===== config.mk =====
export PLATFORM = sky130hd
export DESIGN_NAME = dual_domain_pwr_ctl
export DESIGN_NICKNAME = d
export VERILOG_FILES = /design/src/rtl/ddpc_pkg.sv /design/src/rtl/ddpc_sync.sv /design/src/rtl/ddpc_regfile.sv /design/src/rtl/ddpc_power.sv /design/src/rtl/dual_domain_pwr_ctl.sv
export SDC_FILE = /design/constraint.sdc
export NUM_CORES = 1
export LEC_CHECK = 0
export BUFFER_PORTS_ARGS = -buffer_cell sky130_fd_sc_hd__clkbuf_2
export CAP_MARGIN = 5
export CORE_ASPECT_RATIO = 1.25
export CORE_UTILIZATION = 27
export CTS_BUF_LIST = sky130_fd_sc_hd__clkbuf_8
export DETAILED_ROUTE_END_ITERATION = 16
export PLACE_DENSITY_LB_ADDON = 0.1
export SYNTH_ARGS = -nofsm -noshare
export SYNTH_HDL_FRONTEND = slang
export SYNTH_SLANG_ARGS = --single-unit

===== constraint.sdc =====
create_clock -name clk -period 2 [get_ports clk]
set_input_delay 0.1 -clock clk [delete_from_list [all_inputs] [get_ports clk]]
set_output_delay 0.1 -clock clk [all_outputs]
set_load 0.05 [all_outputs]

===== src/rtl/ddpc_pkg.sv =====
package ddpc_pkg;

    localparam int ADDR_W = 2;

    typedef enum logic [ADDR_W-1:0] {
        RA_POWER = 2'd0,
        RA_ADC0  = 2'd1,
        RA_ADC1  = 2'd2,
        RA_DAC   = 2'd3
    } reg_addr_e;

    typedef struct packed {
        logic dac;
        logic adc;
    } dom_pair_t;

    function automatic logic dom_powered(input logic up, input logic hw, input logic en);
        return up & (hw | en);
    endfunction

endpackage


===== src/rtl/ddpc_sync.sv =====
module ddpc_sync #(
    parameter int STAGES = 2
) (
    input  logic clk,
    input  logic rst,
    input  logic din,
    output logic dout
);
    logic [STAGES-1:0] q;

    generate
        for (genvar i = 0; i < STAGES; i++) begin : g_stage
            if (i == 0) begin : g_first
                always_ff @(posedge clk) begin
                    if (rst) q[0] <= 1'b0;
                    else     q[0] <= din;
                end
            end else begin : g_next
                always_ff @(posedge clk) begin
                    if (rst) q[i] <= 1'b0;
                    else     q[i] <= q[i-1];
                end
            end
        end
    endgenerate

    assign dout = q[STAGES-1];
endmodule


===== src/rtl/ddpc_regfile.sv =====
module ddpc_regfile
    import ddpc_pkg::*;
#(
    parameter int              DATA_W    = 8,
    parameter logic [DATA_W-1:0] ADC0_INIT = DATA_W'(8'h11),
    parameter logic [DATA_W-1:0] ADC1_INIT = DATA_W'(8'h22),
    parameter logic [DATA_W-1:0] DAC_INIT  = DATA_W'(8'h33)
) (
    input  logic              clk,
    input  logic              rst,
    input  dom_pair_t         up,
    input  logic              wr_en,
    input  logic [ADDR_W-1:0] wr_addr,
    input  logic [DATA_W-1:0] wr_data,
    input  logic [ADDR_W-1:0] rd_addr,
    output logic [DATA_W-1:0] rd_data,
    output dom_pair_t         en,
    output logic [DATA_W-1:0] adc_cfg0,
    output logic [DATA_W-1:0] adc_cfg1,
    output logic [DATA_W-1:0] dac_cfg
);
    localparam int PAD_W = DATA_W - 2;

    logic [DATA_W-1:0] adc0_q, adc1_q, dac_q;
    dom_pair_t         en_q;
    reg_addr_e         waddr, raddr;

    assign waddr = reg_addr_e'(wr_addr);
    assign raddr = reg_addr_e'(rd_addr);

    always_ff @(posedge clk) begin
        if (rst) begin
            adc0_q <= ADC0_INIT;
            adc1_q <= ADC1_INIT;
            dac_q  <= DAC_INIT;
            en_q   <= '0;
        end else begin
            if (wr_en) begin
                unique case (waddr)
                    RA_POWER: begin
                        if (up.adc) en_q.adc <= wr_data[0];
                        if (up.dac) en_q.dac <= wr_data[1];
                    end
                    RA_ADC0: if (up.adc) adc0_q <= wr_data;
                    RA_ADC1: if (up.adc) adc1_q <= wr_data;
                    RA_DAC:  if (up.dac) dac_q  <= wr_data;
                    default: ;
                endcase
            end
            if (!up.adc) begin
                adc0_q   <= ADC0_INIT;
                adc1_q   <= ADC1_INIT;
                en_q.adc <= 1'b0;
            end
            if (!up.dac) begin
                dac_q    <= DAC_INIT;
                en_q.dac <= 1'b0;
            end
        end
    end

    // Visible values: a domain in reset always shows its initial state,
    // including the edge on which the clear is still pending.
    assign adc_cfg0 = up.adc ? adc0_q : ADC0_INIT;
    assign adc_cfg1 = up.adc ? adc1_q : ADC1_INIT;
    assign dac_cfg  = up.dac ? dac_q  : DAC_INIT;
    assign en.adc   = up.adc & en_q.adc;
    assign en.dac   = up.dac & en_q.dac;

    always_comb begin
        unique case (raddr)
            RA_POWER: rd_data = {{PAD_W{1'b0}}, en.dac, en.adc};
            RA_ADC0:  rd_data = adc_cfg0;
            RA_ADC1:  rd_data = adc_cfg1;
            RA_DAC:   rd_data = dac_cfg;
            default:  rd_data = '0;
        endcase
    end

    // ADC domain storage returns to initial values after a synchronized low
    a_r3_adc_cleared: assert property (@(posedge clk) disable iff (rst)
        !up.adc |=> (adc0_q == ADC0_INIT && adc1_q == ADC1_INIT && !en_q.adc));

    // DAC domain storage returns to initial values after a synchronized low
    a_r4_dac_cleared: assert property (@(posedge clk) disable iff (rst)
        !up.dac |=> (dac_q == DAC_INIT && !en_q.dac));

    // DAC storage is untouched when only the ADC domain is held low
    a_r4_dac_kept: assert property (@(posedge clk) disable iff (rst)
        (up.dac && !(wr_en && waddr == RA_DAC)) |=> $stable(dac_q));

    // a write to a domain in reset leaves its register at the initial value
    a_r5_write_dropped: assert property (@(posedge clk) disable iff (rst)
        (!up.adc && wr_en && waddr == RA_ADC0) |=> (adc0_q == ADC0_INIT));
endmodule


===== src/rtl/ddpc_power.sv =====
module ddpc_power
    import ddpc_pkg::*;
(
    input  dom_pair_t up,
    input  dom_pair_t en,
    input  logic      hw_mode,
    output dom_pair_t pwr,
    output dom_pair_t dom_rst,
    output logic      cp_en
);
    always_comb begin
        pwr.adc     = dom_powered(up.adc, hw_mode, en.adc);
        pwr.dac     = dom_powered(up.dac, hw_mode, en.dac);
        dom_rst.adc = ~up.adc;
        dom_rst.dac = ~up.dac;
        cp_en       = pwr.adc | pwr.dac;
    end
endmodule


===== src/rtl/dual_domain_pwr_ctl.sv =====
module dual_domain_pwr_ctl
    import ddpc_pkg::*;
#(
    parameter int                DATA_W      = 8,
    parameter int                SYNC_STAGES = 2,
    parameter logic [DATA_W-1:0] ADC0_INIT   = DATA_W'(8'h11),
    parameter logic [DATA_W-1:0] ADC1_INIT   = DATA_W'(8'h22),
    parameter logic [DATA_W-1:0] DAC_INIT    = DATA_W'(8'h33)
) (
    input  logic              clk,
    input  logic              rst,
    input  logic              adc_pd_n,
    input  logic              dac_pd_n,
    input  logic              hw_mode,
    input  logic              wr_en,
    input  logic [1:0]        wr_addr,
    input  logic [DATA_W-1:0] wr_data,
    input  logic [1:0]        rd_addr,
    output logic [DATA_W-1:0] rd_data,
    output logic [DATA_W-1:0] adc_cfg0,
    output logic [DATA_W-1:0] adc_cfg1,
    output logic [DATA_W-1:0] dac_cfg,
    output logic              adc_rst,
    output logic              dac_rst,
    output logic              adc_pwr_on,
    output logic              dac_pwr_on,
    output logic              cp_en
);
    localparam int NDOM = 2;

    dom_pair_t       up, en, pwr, drst;
    logic [NDOM-1:0] pins_n, synced;

    assign pins_n = {dac_pd_n, adc_pd_n};

    generate
        for (genvar d = 0; d < NDOM; d++) begin : g_dom_sync
            ddpc_sync #(.STAGES(SYNC_STAGES)) u_sync (
                .clk  (clk),
                .rst  (rst),
                .din  (pins_n[d]),
                .dout (synced[d])
            );
        end
    endgenerate

    assign up = dom_pair_t'(synced);

    ddpc_regfile #(
        .DATA_W    (DATA_W),
        .ADC0_INIT (ADC0_INIT),
        .ADC1_INIT (ADC1_INIT),
        .DAC_INIT  (DAC_INIT)
    ) u_regs (
        .clk      (clk),
        .rst      (rst),
        .up       (up),
        .wr_en    (wr_en),
        .wr_addr  (wr_addr),
        .wr_data  (wr_data),
        .rd_addr  (rd_addr),
        .rd_data  (rd_data),
        .en       (en),
        .adc_cfg0 (adc_cfg0),
        .adc_cfg1 (adc_cfg1),
        .dac_cfg  (dac_cfg)
    );

    ddpc_power u_power (
        .up      (up),
        .en      (en),
        .hw_mode (hw_mode),
        .pwr     (pwr),
        .dom_rst (drst),
        .cp_en   (cp_en)
    );

    assign adc_pwr_on = pwr.adc;
    assign dac_pwr_on = pwr.dac;
    assign adc_rst    = drst.adc;
    assign dac_rst    = drst.dac;

    // a low pin sampled one edge earlier has reached the domain reset
    a_r2_adc_latency: assert property (@(posedge clk) disable iff (rst)
        $past(!adc_pd_n) |=> adc_rst);
    a_r2_dac_latency: assert property (@(posedge clk) disable iff (rst)
        $past(!dac_pd_n) |=> dac_rst);

    // register mode with the enable bit clear keeps the domain off
    a_r6_bit_gates: assert property (@(posedge clk) disable iff (rst)
        (!hw_mode && !en.adc) |-> !adc_pwr_on);

    // hardware mode powers a released domain regardless of its bit
    a_r7_hw_pin_rules: assert property (@(posedge clk) disable iff (rst)
        (hw_mode && up.dac) |-> dac_pwr_on);

    // both domains held down keeps the charge pump off
    a_r8_pump_off: assert property (@(posedge clk) disable iff (rst)
        (!up.adc && !up.dac) |-> !cp_en);
endmodule


-- Word level (Yosys, flattened, before mapping)
Cells that the tools add are included.
- equal/unequal tests: 6
- multiplexer cells: 4
- bitwise logic cells: 9
- reductions and logical operators: 9
- operators by type and width (kind ; count):
    $pmux 8 s4 ; 1
    $mux 8 ; 3
    $eq 2x2->1 const B ; 4
    $reduce_and 2->1 ; 3
    $reduce_and 3->1 ; 2
    $and 1x1->1 ; 4
    $eq 2x1->1 const B ; 2
    $logic_not 2->1 ; 2
    $reduce_or 2->1 ; 2
    $or 1x1->1 ; 3
    $not 1->1 ; 2
- register bits after elaboration: 30
- input port bits: 18
- logic and storage cells: 37

-- Depth between registers and ports, before layout
- word-level depth: 4
- gate-level depth with buffers: 4
- gate-level depth less buffers: 3

-- Cells and area by module
Synthesis repeated with hierarchy kept, for this count alone.
- cell total of the unflattened synthesis: 191
- area, all modules: 1461.4 µm²
- modules (own cells, without submodules) (module ; times used ; cells an instance ; area each (µm²) ; seq. area each (µm²)):
    ddpc_regfile ; 1 ; 174 ; 1317.5 ; 520.5
    ddpc_sync ; 2 ; 4 ; 52.6 ; 40.0
    ddpc_power ; 1 ; 9 ; 38.8 ; 0.0

-- Worst setup path before layout
OpenSTA, ideal clock, no wires.
- path kind: register to output
- start point: reg g_dom_sync[0].u_sync.q[1]
- end point: out rd_data[0]
- arrival time: 2114 ps
- path slack: -214 ps
- cell stages (with the launch flop): 5
- path buffers: 1
- cell sequence: dfxtp_1 -> buf_6 -> or2b_1 -> a21oi_1 -> o21ai_0
- word-level cells in the longest chain between the ends: 2
- elaborated cells on any way between the ends: 4
- RTL lines (what ; line ; text):
    from (decl) ; ddpc_sync.sv:9 ; logic [STAGES-1:0] q;
    from (signal, indexed assignment) ; ddpc_sync.sv:21 ; else q[i] <= q[i-1];
    $mux 8 ; ddpc_regfile.sv:64 ; assign adc_cfg0 = up.adc ? adc0_q : ADC0_INIT;
    via adc_cfg0[0] ; dual_domain_pwr_ctl.sv:20 ; output logic [DATA_W-1:0] adc_cfg0,
    $pmux 8 s4 ; ddpc_regfile.sv:71 ; unique case (raddr)
    to (decl) ; dual_domain_pwr_ctl.sv:19 ; output logic [DATA_W-1:0] rd_data,
The timed path passes the listed nets, and every way through them passes these cells.

-- Final worst setup path
- start point: reg g_dom_sync[1].u_sync.q[1]
- end point: out rd_data[1]
- word-level cells in the longest chain between the ends: 2
- elaborated cells on any way between the ends: 3
- RTL lines (what ; line):
    from (decl) ; ddpc_sync.sv:9
    from (signal, indexed assignment) ; ddpc_sync.sv:21
    $mux 8 / $and 1x1->1 (equally long branches) ; ddpc_regfile.sv:66, ddpc_regfile.sv:68
    $pmux 8 s4 * ; ddpc_regfile.sv:71
Every way passes the cells marked *; elsewhere a longest branch is shown, timed or not.

==> results.txt <==
* Outcome: complete, no violations
* Hold Buf Count CTS: 0
- The first global-routing pass estimated approximately 6700 um of wire.
- Derived from the worst setup path, the maximum achievable clock frequency is between 500 and 600 MHz.
* Worst clock skew on the final layout: 2.36 ps
* Via Count: ~1400
- Synth async-reset ratio: 0
- Fin nets: 255
* Number of buffers added on ports: 54
- CP delay by family, top: flip-flops
* Std-Cell Rows: 29
- Final hold viol count: 0
- Clock sink count: 30
* Die Wd: 67.8 um
- Clock tree synthesis inserted a total of 5 buffers.
- Starting density of the core: 0.284
* Static leakage: slightly below 0.0008 uW
- The compound-gate portion of the synthesized area was 0.118.
- Number of flops mapped to enable cells by yosys: 0
- For this design the top-level I/O count stands at 55.
- In this run the tightest slew margin relative to its limit is 0.583.
- Required @ worst endpoint: 1900 ps
- The clock passes through at most 2 buffers.
* Mean post-synth cell area: 7.86 um2
- Among all flip-flop cells after synthesis, the most frequent one is sky130_fd_sc_hd__dfxtp_1.
* Clock period minus final worst setup slack: 1890 ps
- Of the post-synthesis cell area, the dominant cell type holds 0.411.
- H-tree lvl count: 2
- The die covers 5710 um2.
- The synthesized design contains 30 register bits.
- Leading area contributor after synthesis: sky130_fd_sc_hd__dfxtp_1
- Final TNS setup: 0 ps
* Worst-case vdd ir drop: about 0.0004 V
- Synthesized net count: 204
* Number of fillers in the final layout: 556
* Max capacitance violation total: 0
- Of the total power, the share spent switching nets is 0.256.
- Average via count per standard cell: roughly 4.7
- STA classifies the critical path startpoint as a register.
- The total overflow left after global routing is 0.
- Number of cells on the worst reg-to-reg path: 3
* Worst slew pin tran: 624 ps
- Prior to clock tree synthesis, the placed netlist has a worst setup slack of 260 ps.
- Along the worst path, the maximum fanout reaches 12.
* Maximum number of pins on one net before global-route repair: 23
- The via count of the first global-routing pass is 1356.
- Destination of the worst register-to-register timing path: u_regs.adc0_q[7]
* Top cells by area, synth: sky130_fd_sc_hd__dfxtp_1 41%, sky130_fd_sc_hd__nand2_1 8.7%, sky130_fd_sc_hd__nand3_1 6.8%, sky130_fd_sc_hd__and2_1 6.4%, sky130_fd_sc_hd__o21ai_0 3.4%
* Number of nets with antenna violations after detailed routing: 0
- DP HPWL: 2980 um
- Worst min-delay path startpoint: adc_pd_n
* Total Wirelength: 4160 um
- STA classifies the critical path endpoint as an output port.
- Critical Setup Path Class: register to output port
- Of the total synthesized cell area, the portion taken by AND, OR, NAND and NOR gates is 0.396.
- Setup violations remaining at the end of the flow were counted as 0.
- Of the total synthesized cell area, the portion taken by XOR and XNOR cells is 0.
* Count of pins over their slew limit: 0
- The worst path meets setup with 110 ps of slack.
- Clock group share of total power: 0.390
* First-iteration detailed-routing DRC count: 60
- Worst hold endpoint: g_dom_sync[0].u_sync.q[0]
* Class of the most critical hold timing path: input port to register
- Arrival time of data at the critical path endpoint: approximately 1800 ps
- Counting distinct cell types in the post-synthesis netlist gives 30.
- After synthesis the cells add up to 1460 um2.
- After clock tree synthesis, the clock-pin slew on the worst setup and hold paths is 60 ps.
- Wire per inst: 13.9 um
* Crit-path max cell delay: between 600 and 700 ps
* Setup repair after global routing missed its margin: no
- The clock reaches the later pin of the worst-skew pair after 270 ps.
- The number of antenna violations at the first check in global routing is 0.
* Cell with the largest stage delay on the worst path: sky130_fd_sc_hd__dfxtp_1
- Share of power burned in combinational logic: 0.107
* Syn. warnings: 0
* Number of iterations in the first detailed-routing pass: 4
- Worst hold path cell count: 2
* Largest family of logic cells by synthesized area: simple AND/OR/NAND/NOR gates
- Internal power of the cells: 907 uW
- Of the available clock period, the critical path in the final layout requires 0.945.
- Final Wtd Congestion: 0.737
* TritonCTS clock tree: yes
- For this run, the total global-route usage over all layers was measured as 0.158.
- Total power per unit cell area: ~660 nW/um2
* Post-Route Utilization: 0.357
* DRC errors left: 0
* Vertical die dimension: between 80 and 90 um
- Of the cells placed in the final design, the portion with a size suffix greater than 1 is 0.297.
- Switching power summed over all nets: 312 uW
* Proportion of synthesized chip area in sequential cells: 0.411
* Synthesis-to-layout area growth: 26.0%
* R2r setup slk: 580 ps
- Of the total synthesized cell area, the portion taken by full adders, half adders and majority gates is 0.
* Post-synthesis mux area share: 0.0291
* Cells after Synth: 186
- Core outline area: between 5000 and 6000 um2
- Of the total power, registers draw 0.503.
- Worst path cell trace: nand2b_1 > mux4_2 > clkbuf_2
- Count of antenna diodes in the layout: 0
* Launch instance of the worst register-to-register path: g_dom_sync[0].u_sync.dout
- Crit path buffers/inverters: 1
- Clock tree root buffer cell: sky130_fd_sc_hd__clkbuf_8
[metrics by stage]
stage / instance area [um2] / power [uW] / hold WS, ps / instances
3_3_place_gp: 1760 / 757 / 310 / 292
4_1_cts: 1840 / 1240 / 30.0 / 298
2_1_floorplan: 1460 / 709 / 172 / 186
3_5_place_dp: 1760 / 758 / 318 / 292
5_1_grt: 1840 / 1280 / 50.1 / 298
6_report: 1840 / 1220 / 37.9 / 298
[logic make-up after synthesis]
| logic type | after synthesis |
|---|---|
| and+or+nand+nor | 110 |
| DFF | 30 |
| buffers and inverters | 13 |
| AOI/OAI and AO/OA | 30 |
| muxes | 3 |
[routing by layer]
metal / part of all wire / global-route usage / vias to the layer above
met5: 0 / 0 / -
met4: 0.023 / 0.0758 / 0
met3: 0.068 / 0.0408 / 9
met2: 0.47 / 0.255 / 54
met1: 0.44 / 0.190 / 614
li1: - / - / 731
[cell usage after synthesis, drive strengths merged, types with 3 or more instances]
cell,count
nor2,10
a21oi,9
nand2b,7
o21ai,14
and2,17
nand2,34
nand3,20
nor2b,4
nor3,4
a32oi,5
or2b,3
buf,9
nand3b,4
dfxtp,30
[area by class of cell]
cell class / count / area (um2) / share of cell area
Tap cell: 62 / 77.6 / 0.0421
Inverter: 2 / 7.51 / 0.00408
Multi-Input combinational cell: 143 / 795 / 0.431
Timing Repair Buffer: 55 / 278 / 0.151
Sequential cell: 30 / 602 / 0.327
Clock buffer: 6 / 82.6 / 0.0448
[registers in the layout, summed over array words and instances (netlist names)]
| signal | flops |
|---|---|
| u_regs.en_q | 2 |
| u_regs.adc1_q | 8 |
| u_regs.dac_q | 8 |
| u_regs.adc0_q | 8 |
| g_dom_sync.u_sync.dout | 2 |
| g_dom_sync.u_sync.q | 2 |
[layout by cell type, fill, tap and decap left out, types with 3 or more instances in the layout]
cell type,count
sky130_fd_sc_hd__nor2_1,10
sky130_fd_sc_hd__nand3b_1,4
sky130_fd_sc_hd__dfxtp_1,29
sky130_fd_sc_hd__o21ai_0,9
sky130_fd_sc_hd__clkbuf_8,6
sky130_fd_sc_hd__nand2b_1,7
sky130_fd_sc_hd__nand3_1,20
sky130_fd_sc_hd__o21ai_1,5
sky130_fd_sc_hd__or2b_1,3
sky130_fd_sc_hd__nand2_1,34
sky130_fd_sc_hd__nor3_1,4
sky130_fd_sc_hd__a21oi_1,9
sky130_fd_sc_hd__nor2b_1,4
sky130_fd_sc_hd__a32oi_1,5
sky130_fd_sc_hd__clkbuf_2,54
sky130_fd_sc_hd__and2_1,15
[worst max path at each step]
| stage | from | depth (start not counted) | endpoint |
|---|---|---|---|
| 5_1_grt | g_dom_sync[1].u_sync.dout | 3 | rd_data[1] |
| 6_report | g_dom_sync[1].u_sync.dout | 3 | rd_data[1] |
| 2_1_floorplan | g_dom_sync[1].u_sync.dout | 4 | rd_data[5] |
| 3_5_place_dp | g_dom_sync[0].u_sync.dout | 3 | rd_data[1] |
| 4_1_cts | g_dom_sync[1].u_sync.dout | 3 | rd_data[1] |
| 3_3_place_gp | g_dom_sync[0].u_sync.dout | 3 | rd_data[1] |
[worst register-to-register path: cells and delay by family (launching register included)]
family          cells  cell delay [ps]
compound gates      1              160
flops               1              560
simple gates        2              610
[power by group through the flow]
stage | clock, uW | combinational, uW | sequential, uW
3_5_place_dp | 0 | 132 | 626
6_report | 475 | 130 | 613
2_1_floorplan | 0 | 90.1 | 619
3_3_place_gp | 0 | 131 | 626
5_1_grt | 523 | 141 | 614
4_1_cts | 493 | 132 | 613
[repair_timing]
action	in CTS	in global routing
buffers inserted	0	0
setup endpoints to repair	2	0
gates resized for setup	1	0
Note: power is estimated with default switching activity, not from simulation.
